--- src/rtl/ppg_pkg.sv ---
package ppg_pkg;

    localparam int unsigned CTRL_W    = 32;
    localparam int unsigned MODE_LSB  = 26;
    localparam int unsigned MODE_W    = 5;
    localparam int unsigned SEL_W     = 6;
    localparam int unsigned SELA_LSB  = 0;
    localparam int unsigned SELB_LSB  = 9;

    typedef enum logic [MODE_W-1:0] {
        MODE_OFF       = 5'd0,
        MODE_SQ_SE     = 5'd1,
        MODE_SQ_DIFF   = 5'd2,
        MODE_DUTY_SE   = 5'd3,
        MODE_DUTY_DIFF = 5'd4
    } ppg_mode_e;

    typedef enum logic [1:0] {
        SRC_NONE  = 2'd0,
        SRC_MSB   = 2'd1,
        SRC_CARRY = 2'd2
    } ppg_src_e;

    typedef struct packed {
        ppg_src_e         src;
        logic             diff;
        logic [SEL_W-1:0] sel_a;
        logic [SEL_W-1:0] sel_b;
    } ppg_cfg_t;

    function automatic ppg_cfg_t decode_ctrl(input logic [CTRL_W-1:0] w);
        ppg_cfg_t c;
        logic [MODE_W-1:0] m;
        m       = w[MODE_LSB +: MODE_W];
        c.sel_a = w[SELA_LSB +: SEL_W];
        c.sel_b = w[SELB_LSB +: SEL_W];
        c.src   = SRC_NONE;
        c.diff  = 1'b0;
        case (m)
            MODE_SQ_SE:     c.src = SRC_MSB;
            MODE_SQ_DIFF:   begin c.src = SRC_MSB;   c.diff = 1'b1; end
            MODE_DUTY_SE:   c.src = SRC_CARRY;
            MODE_DUTY_DIFF: begin c.src = SRC_CARRY; c.diff = 1'b1; end
            default:        ;
        endcase
        return c;
    endfunction

endpackage

--- src/rtl/ppg_ctrl.sv ---
module ppg_ctrl
    import ppg_pkg::*;
(
    input  logic              clk,
    input  logic              rst,
    input  logic [CTRL_W-1:0] ctrl_word,
    output logic              acc_en,
    output ppg_cfg_t          cfg_q
);

    ppg_cfg_t cfg_d;

    always_comb begin
        cfg_d  = decode_ctrl(ctrl_word);
        acc_en = (cfg_d.src != SRC_NONE);
    end

    always_ff @(posedge clk) begin
        if (rst) begin
            cfg_q <= '0;
        end else begin
            cfg_q <= cfg_d;
        end
    end

    AST_DIFF_NEEDS_SRC: assert property (@(posedge clk) disable iff (rst)
        cfg_q.diff |-> (cfg_q.src != SRC_NONE));

endmodule

--- src/rtl/ppg_accum.sv ---
module ppg_accum #(
    parameter int unsigned PHASE_W = 32
) (
    input  logic               clk,
    input  logic               rst,
    input  logic               acc_en,
    input  logic [PHASE_W-1:0] freq,
    input  logic               wr_en,
    input  logic [PHASE_W-1:0] wr_data,
    output logic [PHASE_W-1:0] phase_q,
    output logic               carry_q
);

    localparam int unsigned SUM_W = PHASE_W + 1;

    logic [SUM_W-1:0] sum;

    always_comb begin
        sum = {1'b0, phase_q} + {1'b0, freq};
    end

    always_ff @(posedge clk) begin
        if (rst) begin
            phase_q <= '0;
            carry_q <= 1'b0;
        end else if (wr_en) begin
            phase_q <= wr_data;
            carry_q <= 1'b0;
        end else if (acc_en) begin
            phase_q <= sum[PHASE_W-1:0];
            carry_q <= sum[PHASE_W];
        end else begin
            carry_q <= 1'b0;
        end
    end

    AST_WRITE_WINS: assert property (@(posedge clk) disable iff (rst)
        wr_en |=> (phase_q == $past(wr_data)) && !carry_q);

    AST_HOLD_WHEN_OFF: assert property (@(posedge clk) disable iff (rst)
        (!wr_en && !acc_en) |=> $stable(phase_q));

    AST_ACCUM_STEP: assert property (@(posedge clk) disable iff (rst)
        (!wr_en && acc_en) |=> (phase_q == $past(phase_q) + $past(freq)));

endmodule

--- src/rtl/ppg_pin_drive.sv ---
module ppg_pin_drive
    import ppg_pkg::*;
#(
    parameter int unsigned PHASE_W = 32
) (
    input  ppg_cfg_t           cfg,
    input  logic [PHASE_W-1:0] phase,
    input  logic               carry,
    output logic               pin_a,
    output logic               oe_a,
    output logic               pin_b,
    output logic               oe_b
);

    logic level;

    always_comb begin
        unique case (cfg.src)
            SRC_MSB:   level = phase[PHASE_W-1];
            SRC_CARRY: level = carry;
            default:   level = 1'b0;
        endcase
        oe_a  = (cfg.src != SRC_NONE);
        oe_b  = oe_a && cfg.diff;
        pin_a = level;
        pin_b = oe_b ? ~level : 1'b0;
    end

endmodule

--- src/rtl/phase_pin_gen.sv ---
module phase_pin_gen
    import ppg_pkg::*;
#(
    parameter int unsigned PHASE_W = 32
) (
    input  logic               clk,
    input  logic               rst,
    input  logic [CTRL_W-1:0]  ctrl_word,
    input  logic [PHASE_W-1:0] freq_word,
    input  logic               phase_wr_en,
    input  logic [PHASE_W-1:0] phase_wr_data,
    output logic [PHASE_W-1:0] phase_q,
    output logic               pin_a_out,
    output logic               pin_a_oe,
    output logic               pin_b_out,
    output logic               pin_b_oe,
    output logic [SEL_W-1:0]   pin_a_sel,
    output logic [SEL_W-1:0]   pin_b_sel
);

    logic     acc_en;
    logic     carry_q;
    ppg_cfg_t cfg_q;

    ppg_ctrl u_ctrl (
        .clk       (clk),
        .rst       (rst),
        .ctrl_word (ctrl_word),
        .acc_en    (acc_en),
        .cfg_q     (cfg_q)
    );

    ppg_accum #(.PHASE_W(PHASE_W)) u_accum (
        .clk     (clk),
        .rst     (rst),
        .acc_en  (acc_en),
        .freq    (freq_word),
        .wr_en   (phase_wr_en),
        .wr_data (phase_wr_data),
        .phase_q (phase_q),
        .carry_q (carry_q)
    );

    ppg_pin_drive #(.PHASE_W(PHASE_W)) u_drive (
        .cfg   (cfg_q),
        .phase (phase_q),
        .carry (carry_q),
        .pin_a (pin_a_out),
        .oe_a  (pin_a_oe),
        .pin_b (pin_b_out),
        .oe_b  (pin_b_oe)
    );

    assign pin_a_sel = cfg_q.sel_a;
    assign pin_b_sel = cfg_q.sel_b;

    AST_DIFF_INVERSE: assert property (@(posedge clk) disable iff (rst)
        pin_b_oe |-> (pin_b_out == !pin_a_out) && pin_a_oe);

    AST_OFF_QUIET: assert property (@(posedge clk) disable iff (rst)
        !pin_a_oe |-> !pin_a_out && !pin_b_out && !pin_b_oe);

    AST_SEL_FOLLOWS: assert property (@(posedge clk) disable iff (rst)
        1'b1 |=> (pin_a_sel == $past(ctrl_word[5:0])) && (pin_b_sel == $past(ctrl_word[14:9])));

    AST_NO_CARRY_AFTER_WRITE: assert property (@(posedge clk) disable iff (rst)
        (phase_wr_en && (ctrl_word[30:26] == 5'd3)) |=> !pin_a_out);

endmodule

--- config.mk ---
export PLATFORM = sky130hd
export DESIGN_NAME = phase_pin_gen
export DESIGN_NICKNAME = d
export VERILOG_FILES = /design/src/rtl/ppg_pkg.sv /design/src/rtl/ppg_ctrl.sv /design/src/rtl/ppg_accum.sv /design/src/rtl/ppg_pin_drive.sv /design/src/rtl/phase_pin_gen.sv
export SDC_FILE = /design/constraint.sdc
export NUM_CORES = 1
export LEC_CHECK = 0
export ABC_CLOCK_PERIOD_IN_PS = 2740
export BUFFER_PORTS_ARGS = -buffer_cell sky130_fd_sc_hd__buf_2
export CORE_UTILIZATION = 40
export CTS_CLUSTER_DIAMETER = 80
export DETAILED_ROUTE_END_ITERATION = 10
export PLACE_DENSITY = 0.7
export SKIP_LAST_GASP = 1
export SYNTH_ARGS = -nofsm -noshare
export SYNTH_HDL_FRONTEND = slang
export SYNTH_HIERARCHICAL = 1
export SYNTH_SLANG_ARGS = --single-unit
--- constraint.sdc ---
create_clock -name clk -period 2.74 [get_ports clk]
set_input_delay 0.274 -clock clk [delete_from_list [all_inputs] [get_ports clk]]
set_output_delay 0.274 -clock clk [all_outputs]
set_load 0.1 [all_outputs]
## Word-level counts from Yosys, hierarchy flattened

Cells that the tools add are included.

- Add/subtract/negate cells: 1
- Equal/unequal tests: 6
- Mux-type cells: 6
- Bitwise operators: 2
- Reduce and logical (&&, ||, !) cells: 8

Operators with widths:

| kind | number |
|---|---|
| $mux W32 | 2 |
| $add A32 B32 Y33 | 1 |
| $eq A5 B2 Y1 const B | 2 |
| $reduce_bool A2 Y1 | 3 |
| $reduce_or A2 Y1 | 3 |
| $eq A5 B1 Y1 const B | 1 |
| $eq A5 B3 Y1 const B | 1 |
| $pmux W2 S2 | 1 |
| $reduce_or A3 Y1 | 1 |
| $eq A2 B1 Y1 const B | 1 |
| $eq A2 B2 Y1 const B | 1 |
| $mux W1 | 2 |
| $not A1 Y1 | 2 |
| $pmux W1 S2 | 1 |
| $logic_and A1 B1 Y1 | 1 |

- Flip-flop bits (word level): 48
- Input port bits: 99
- Output and inout bits: 48
- Logic and storage cells: 29

## Longest topological paths before layout

Gate-level depths: netlist of the first run.

- Depth after elaboration: 6
- Depth in mapped cells: 10
- Mapped depth without buffers: 10

## Hierarchy

The synthesis of the first run kept the hierarchy.

Modules (own cells, without submodules):

| module | instances | cells an instance | area an instance (um^2) | sequential area each (um^2) |
|---|---|---|---|---|
| ppg_accum | 1 | 421 | 3,160.5 | 660.6 |
| ppg_ctrl | 1 | 38 | 454.2 | 300.3 |
| ppg_pin_drive | 1 | 11 | 82.6 | 0.0 |

## Worst setup path after synthesis of the first run

OpenSTA, ideal clock, no wires.

- Kind: register to output
- From: reg u_ctrl/cfg_q[13] (netlist name)
- To: out pin_b_out
- Arrival time: 2.821 ns
- Data required time: 2.466 ns
- Setup slack: -0.355 ns
- Stages on the path, launching flop included: 5
- Path buffers: 0
- Cell sequence: dfxtp_1 > inv_1 > ha_1 > nor2b_1 > o21a_1

- Elaborated cells between the ends (all ways): 7
- Those cells by class: eq/ne: 2; mux: 2; bitwise: 1; reduce/logical: 2

RTL lines:

| item | line | RTL |
|---|---|---|
| $reduce_bool A2 Y1 | ppg_pin_drive.sv:23 | `oe_a = (cfg.src != SRC_NONE);` |
| $logic_and A1 B1 Y1 | ppg_pin_drive.sv:24 | `oe_b = oe_a && cfg.diff;` |
| net pin_b_oe | phase_pin_gen.sv:16 | `output logic pin_b_oe,` |
| $mux W1 | ppg_pin_drive.sv:26 | `pin_b = oe_b ? ~level : 1'b0;` |
| to (decl) | phase_pin_gen.sv:15 | `output logic pin_b_out,` |

The timed path passes the listed nets, and every way through them passes these cells.

## Final worst setup path of the first run

- From: reg u_accum.phase_q[0]
- To: reg u_accum.phase_q[20]

- Cells in the longest elaborated chain, start to end: 3

Ends and longest elaborated chain:

| item | line | RTL |
|---|---|---|
| from (decl) | ppg_accum.sv:10 | `output logic [PHASE_W-1:0] phase_q,` |
| from (signal assigned) | ppg_accum.sv:27 | `phase_q <= wr_data;` |
| from (signal assigned) | ppg_accum.sv:30 | `phase_q <= sum[PHASE_W-1:0];` |
| $add A32 B32 Y33 | ppg_accum.sv:19 | `sum = {1'b0, phase_q} + {1'b0, freq};` |
| $mux W32 | ppg_accum.sv:29 | `end else if (acc_en) begin` |
| $mux W32 | ppg_accum.sv:26 | `end else if (wr_en) begin` |

Every way passes these cells. The select of a mux whose other input is x is not followed.
A chain may end at the register's enable or synchronous reset.

==> out/metrics.yaml, run 1 <==
run:
  maxCapViolCount: 0
critical_path:
  worst-endpoint-required_ns: 2.96
  start_kind: "register"
  worstSetupPathType: "reg -> reg"
  timing.critical_path.arrival_ns: 2.79
  rr_startpoint: "u_accum/phase_q[0]$_SDFFE_PP0P_"
  setup.worst_path.start: "u_accum/phase_q[0]$_SDFFE_PP0P_"
  endpoint_kind: "register"
  crit_path_max_fanout: 3
pwr:
  power_density_nw_per_um2: 510.6
  totalPowerFinal_mw: 2.387
  cellLeakagePower_nw: 2.241
  vdd_drop_max_mv: 0.3412
timing:
  setup_viol: 0
  max-slew-margin-rel_pct: 60.13
  worst_slew_pin_slew_ns: 0.5980
  hold_violations: 0
  period_needed_ns: 2.572
  fin_tns_setup_ns: 0
  final_max_slew_viol_count: 0
  fin_crit_sh_pct: 93.86
  rsz_0062_raised_after_global_routing: "false"
  worst_case_clock_skew_ns: 0.008860
  final.hold.worst_slack_ns: 0.1713
  clock.fmax_mhz: 388.8
global_routing:
  grt_pass1_wl_mm: 17.93
  grt_max_degree: 41
  grt_remaining_overflow: 0
  first_global_vias: 3870
  grt_use_total_pct: 22.69
  antenna_found_initial: 1
floorplan:
  die_h_um: 98.14
  core.rowCount: 34
  start_util_pct: 41.78
  die_area_um2: 9631
  dieWidth_um: 98.14
  placeableCoreArea_um2: 8848
  io_pins: 147
clock_tree:
  clk_pin_slew_ns: 0.11
  htreeDepth: 2
  cts_tree: "built"
  cts_root_buf: "sky130_fd_sc_hd__clkbuf_8"
  clk-insertion-delay-late_ns: 0.31
  cts_hold_buf: 0
  cts_sinks: 48
  maximum_number_of_buffers_from_clock_root_to_sink: 2
  cts-buffers-inserted: 5
yosys:
  postSynthRegisterBits: 48
  synth.yosys.seq_area_share_pct: 25.99
  postSynth.asyncResetShare_pct: 0
  synth_fp_nets: 605
  synth_cell_type_count: 55
  ys_warn_count: 6
  synthesis.area_per_instance_um2: 7.867
  yosys_most_used_dff: "sky130_fd_sc_hd__dfxtp_1"
  synth_edf_count: 0
  mappedNetlistArea_um2: 3697
  syn-instance-count: 470
route:
  drtIter0Drc: 132
  total_number_of_vias: 3918
  postRouteAntennaNets: 0
  routed_via_density: 5.542
  drt-total-wl_mm: 10.92
  wl_per_cell_um: 15.44
  drt_pre_antenna_iters: 6
  remaining_drc_errors: 0
run_status:
  outcome: "finished clean"
place:
  buffer_ports.inserted: 131
  routabilityCongestion: 0.8602
  place_inst: 696
  place_hpwl_mm: 8.449
layout:
  finalNetCount: 732
  share_of_cells_above_drive_strength_1_pct: 30.43
  layout-area-overhead-vs-synth_pct: 26.46
  finalNonFillerCells: 707
worst_hold_path:
  worst_hold_path_type: "in -> reg"
  hold_path_startpoint: "ctrl_word[5]"
[final timing paths]
kind | cells past startpoint | slack, ns | to
worst max-delay path | 10 | 0.17 | u_accum/phase_q[20]$_SDFFE_PP0P_
worst min-delay path | 2 | 0.17 | u_ctrl/cfg_q[11]$_SDFF_PP0_
worst max register to register | 10 | 0.17 | u_accum/phase_q[20]$_SDFFE_PP0P_
worst min register to register | 2 | 0.57 | u_accum/phase_q[6]$_SDFFE_PP0P_
[cell families (layout without fill, tap and decap cells)]
group	count (synthesis)	count (layout)	synth area share, %
AO/OA/AOI/OAI	164	164	28.80
AND/OR/NAND/NOR	134	134	18.27
buffers and inverters	50	178	5.144
flip-flops	48	48	25.99
adder cells (fa/ha/maj)	36	36	12.39
XOR/XNOR	28	28	6.633
multiplexers	10	10	2.775
other	0	1	0
[state kept, by name, summed over array words and instances (netlist names)]
name / count
u_accum/phase_q: 32
u_ctrl/cfg_q: 15
u_accum/carry_q: 1
[critical path, stage by stage, from the launching register on]
cell and delay, ns:
sky130_fd_sc_hd__dfxtp_4 0.36, sky130_fd_sc_hd__ha_2 0.20, sky130_fd_sc_hd__fa_2 0.41, sky130_fd_sc_hd__a211oi_4 0.27, sky130_fd_sc_hd__nor2_2 0.08, sky130_fd_sc_hd__a41oi_2 0.22
sky130_fd_sc_hd__o31a_1 0.22, sky130_fd_sc_hd__o21ai_2 0.10, sky130_fd_sc_hd__a31oi_2 0.22, sky130_fd_sc_hd__xor2_1 0.11, sky130_fd_sc_hd__a2111oi_2 0.29
[per-layer routing]
layer,vias to the layer above,track usage [%],part of all wire [%]
li1,1976,-,-
met1,1797,29.54,46
met2,136,38.24,46
met3,9,5.655,7.0
met5,-,0,0
met4,0,4.248,0.81
[synthesized netlist by cell type (all sizes together) (3+ instances only)]
| cell | number | share of area (%) |
|---|---|---|
| and3 | 3 | 0.51 |
| nor2b | 17 | 2.9 |
| a2111oi | 3 | 0.88 |
| xnor2 | 16 | 3.8 |
| ha | 35 | 12 |
| o21a | 6 | 1.2 |
| a221oi | 13 | 3.1 |
| o21ai | 21 | 3.0 |
| a211oi | 9 | 2.0 |
| dfxtp | 48 | 26 |
| xor2 | 12 | 2.8 |
| o22ai | 8 | 1.4 |
| nor2 | 34 | 3.5 |
| buf | 4 | 0.47 |
| nor3 | 11 | 1.5 |
| nor3b | 9 | 1.8 |
| o21bai | 5 | 1.0 |
| inv | 23 | 2.3 |
| a21o | 18 | 3.7 |
| a31oi | 6 | 1.0 |
| nand2 | 32 | 3.2 |
| mux2i | 8 | 2.2 |
| a21oi | 62 | 8.4 |
| nand3 | 6 | 0.81 |
| clkbuf | 23 | 2.3 |
| nand4 | 11 | 1.9 |
[repair_timing]
item	4_1_cts	5_1_grt
pin swaps	1	6
cloned	0	0
setup buffers	0	2
hold endpoints to repair	0	0
setup endpoints to repair	4	1
resized for setup	2	3
[cell type report]
| cell class | instances | area [um2] |
|---|---|---|
| Tap cell | 108 | 135.1 |
| Clock buffer | 5 | 68.82 |
| Inverter | 23 | 86.33 |
| Timing Repair Buffer | 147 | 775.7 |
| Multi-Input combinational cell | 372 | 2580 |
| Antenna cell | 1 | 2.502 |
| Sequential cell | 48 | 979.7 |
| Fill cell | 867 | 4173 |
| Clock inverter | 3 | 47.55 |
[placed cells by master (no fill, tap or decap), types with 3 or more instances in the layout]
cell / netlist / final
sky130_fd_sc_hd__buf_2: 2 / 131
sky130_fd_sc_hd__a21oi_1: 62 / 62
sky130_fd_sc_hd__dfxtp_1: 48 / 35
sky130_fd_sc_hd__ha_1: 35 / 34
sky130_fd_sc_hd__nor2_1: 33 / 33
sky130_fd_sc_hd__nand2_1: 32 / 32
sky130_fd_sc_hd__inv_1: 22 / 22
sky130_fd_sc_hd__a21o_1: 18 / 18
sky130_fd_sc_hd__buf_4: 0 / 16
sky130_fd_sc_hd__xnor2_1: 16 / 16
sky130_fd_sc_hd__nor2b_1: 17 / 16
sky130_fd_sc_hd__a221oi_1: 13 / 13
sky130_fd_sc_hd__xor2_1: 12 / 12
sky130_fd_sc_hd__dfxtp_2: 0 / 12
sky130_fd_sc_hd__nand4_1: 11 / 11
sky130_fd_sc_hd__nor3_1: 11 / 11
sky130_fd_sc_hd__o21ai_1: 11 / 11
sky130_fd_sc_hd__nor3b_1: 9 / 9
sky130_fd_sc_hd__o21ai_0: 8 / 8
sky130_fd_sc_hd__o22ai_1: 8 / 8
sky130_fd_sc_hd__mux2i_1: 8 / 8
sky130_fd_sc_hd__a211oi_1: 8 / 7
sky130_fd_sc_hd__o21a_1: 6 / 6
sky130_fd_sc_hd__nand3_1: 6 / 6
sky130_fd_sc_hd__clkbuf_8: 0 / 5
sky130_fd_sc_hd__a31oi_1: 6 / 5
sky130_fd_sc_hd__o21bai_1: 5 / 5
sky130_fd_sc_hd__and3_1: 3 / 3
[report_power, final]
part | internal (mW) | switching [mW]
registers | 0.745 | 0.0311
clock network | 0.276 | 0.283
logic | 0.333 | 0.720
[through the flow]
| stage | setup WS (ns) | utilization (%) | instance area (um2) |
|---|---|---|---|
| floorplan | -0.02021 | - | 3719 |
| global placement | -0.01888 | 51.06 | 4518 |
| detailed placement | -0.1095 | 51.06 | 4518 |
| CTS | 0.07070 | 52.46 | 4642 |
| global route | 0.03437 | 52.81 | 4673 |
| finish | 0.1683 | 52.84 | 4676 |
No activity file was read; power rests on OpenSTA's default activity.
==> inputs of run 2 (changes only) <==
Settings changed: CORE_MARGIN from default to 2, CORE_UTILIZATION 40 to 41, PLACE_DENSITY 0.7 to 0.71.
==> run 2 against run 1 <==
Cell count is 0.42% lower. Maximum frequency is 1.4% lower. Wire length is 1.6% lower. Worst setup slack worse by 0.038 ns. Power is 0.64% lower. Sequential share of layout area is 0.056 points higher. Non-clock buffer count is 2 lower. Combinational power hardly changed. Sequential power hardly changed. Worst hold slack better by 0.0018 ns.
==> out/metrics.yaml, run 2 (synthesized netlist as in run 1, its figures left out) <==
layout:
  multiInputGateArea_um2: 2585
  layout_commonest_cell: "sky130_fd_sc_hd__buf_2"
  finish.instance_area_um2: 4663
  share_of_cells_above_drive_strength_1_pct: 30.37
  seq_area_um2: 979.7
  layout-area-overhead-vs-synth_pct: 26.13
  diodes: 0
  finalNetCount: 730
  finalNonFillerCells: 704
  filler_cell_count: 884
  biggestRegsByFlops: "u_accum/phase_q (32), u_ctrl/cfg_q (15), u_accum/carry_q (1)"
  largest_reg_flops: 32
  final_cell_mix: "sky130_fd_sc_hd__buf_2 (131), sky130_fd_sc_hd__a21oi_1 (61), sky130_fd_sc_hd__ha_1 (35), sky130_fd_sc_hd__dfxtp_1 (35), sky130_fd_sc_hd__nor2_1 (33)"
  largest_register: "u_accum/phase_q"
  postLayoutCoreUtil_pct: 53.47
place:
  place_hpwl_mm: 8.399
  routabilityCongestion: 0.8847
  buffer_ports.inserted: 131
  place_inst: 695
  dpl_cell_area_um2: 4511
route:
  routed_via_density: 5.530
  drt-total-wl_mm: 10.74
  remaining_drc_errors: 0
  postRouteAntennaNets: 0
  drtIter0Drc: 149
  drt_pre_antenna_iters: 4
  total_number_of_vias: 3893
  wl_per_cell_um: 15.26
timing:
  final_max_slew_viol_count: 0
  fin_crit_sh_pct: 95.24
  hold_violations: 0
  rsz_0062_raised_after_global_routing: "true"
  setup_viol: 0
  max-slew-margin-rel_pct: 58.82
  clock.fmax_mhz: 383.2
  worst_slew_pin_slew_ns: 0.6177
  worst_case_clock_skew_ns: 0.01048
  period_needed_ns: 2.609
floorplan:
  placeableCoreArea_um2: 8721
  die_area_um2: 9793
  core.rowCount: 34
  io_pins: 147
  die_h_um: 98.96
  start_util_pct: 42.40
  dieWidth_um: 98.96
global_routing:
  antenna_found_initial: 1
  grt_use_total_pct: 21.38
  grt_remaining_overflow: 0
  grt_pass1_wl_mm: 17.62
  first_global_vias: 3938
  grt_max_degree: 45
worst_hold_path:
  worst_hold_path_type: "in -> reg"
critical_path:
  crit_path_max_fanout: 3
  endpoint_kind: "register"
  worstSetupPathType: "reg -> reg"
  timing.critical_path.arrival_ns: 2.82
  start_kind: "register"
  worst-endpoint-required_ns: 2.95
clock_tree:
  clk_pin_slew_ns: 0.10
  cts_tree: "built"
  htreeDepth: 2
  maximum_number_of_buffers_from_clock_root_to_sink: 2
  cts_hold_buf: 0
  cts-buffers-inserted: 5
  clk-insertion-delay-late_ns: 0.31
  cts_sinks: 48
  cts_root_buf: "sky130_fd_sc_hd__clkbuf_8"
pwr:
  vdd_drop_max_mv: 0.3450
  cellLeakagePower_nw: 2.233
  p_clk_share_pct: 23.1
  netSwitchingPower_mw: 1.021
  totalPowerFinal_mw: 2.372
  power.combinational.fraction_pct: 44.1
  power_report.internal_total_mw: 1.351
  sequentialPowerShare_pct: 32.8
  power_density_nw_per_um2: 508.7
  sw_frac_of_total_pct: 43.05
run_status:
  outcome: "finished clean"
run:
  maxCapViolCount: 0
run 2: changes by cell type in the layout (fill, tap and decap cells not counted), sizes merged:
| cell | previous run | this run |
|---|---|---|
| buf | 147 | 145 |
| diode | 1 | 0 |
run 2: timing repair:
| item | CTS | global route |
|---|---|---|
| setup endpoints to repair | 2 | 7 |
| buffers inserted | 0 | 1 |
| resized for setup | 1 | 5 |
| gates cloned | 0 | 0 |
| pin swaps | 1 | 3 |
run 2: stage by stage:
step / setup WS (ns) / hold slack (ns) / TNS (ns)
3_5_place_dp: -0.07495 / 0.4916 / -0.1144
4_1_cts: 0.03410 / 0.1646 / 0
5_1_grt: -0.02073 / 0.1609 / -0.02073
2_1_floorplan: -0.02021 / 0.3456 / -0.02021
3_3_place_gp: -0.004107 / 0.4827 / -0.004107
6_report: 0.1306 / 0.1730 / 0
run 2: final cells by class:
type	count	share of cell area [%]
well taps	108	2.898
clock buffers	5	1.476
inverters	23	1.851
multi-input cells	372	55.43
clock inverters	3	1.020
flip-flops and latches	48	21.01
repair buffers	145	16.31
run 2: final timing paths:
check	start	to	slack (ns)	cells past startpoint
worst min-delay path	ctrl_word[1]	u_ctrl/cfg_q[7]$_SDFF_PP0_	0.17	2
worst max register to register	u_accum/phase_q[0]$_SDFFE_PP0P_	u_accum/phase_q[20]$_SDFFE_PP0P_	0.13	10
worst max-delay path	u_accum/phase_q[0]$_SDFFE_PP0P_	u_accum/phase_q[20]$_SDFFE_PP0P_	0.13	10
worst min register to register	u_accum/phase_q[3]$_SDFFE_PP0P_	u_accum/phase_q[3]$_SDFFE_PP0P_	0.58	2
run 2: critical path, cell delays in order, from the launching register on:
cell                        delay (ns)
sky130_fd_sc_hd__dfxtp_4          0.36
sky130_fd_sc_hd__ha_1             0.22
sky130_fd_sc_hd__fa_2             0.39
sky130_fd_sc_hd__a211oi_4         0.27
sky130_fd_sc_hd__nor2_2           0.09
sky130_fd_sc_hd__a41oi_2          0.23
sky130_fd_sc_hd__o31a_1           0.21
sky130_fd_sc_hd__o21ai_2          0.10
sky130_fd_sc_hd__a31oi_2          0.19
sky130_fd_sc_hd__xor2_1           0.10
sky130_fd_sc_hd__a2111oi_2        0.35
run 2: power by group through the flow:
stage	logic (mW)	registers (mW)	clock network [mW]
6_report	1.05	0.777	0.549
5_1_grt	1.13	0.783	0.590
4_1_cts	1.03	0.777	0.568
3_5_place_dp	1.03	0.794	0
3_3_place_gp	1.02	0.792	0
2_1_floorplan	0.477	1.11	0
run 2: layer usage:
metal / vias up / GRT usage (%) / share of wire [%]
li1: 1963 / - / -
met1: 1793 / 27.18 / 44
met2: 125 / 36.95 / 47
met3: 10 / 5.887 / 7.5
met4: 2 / 3.161 / 0.68
met5: - / 0 / 0.12
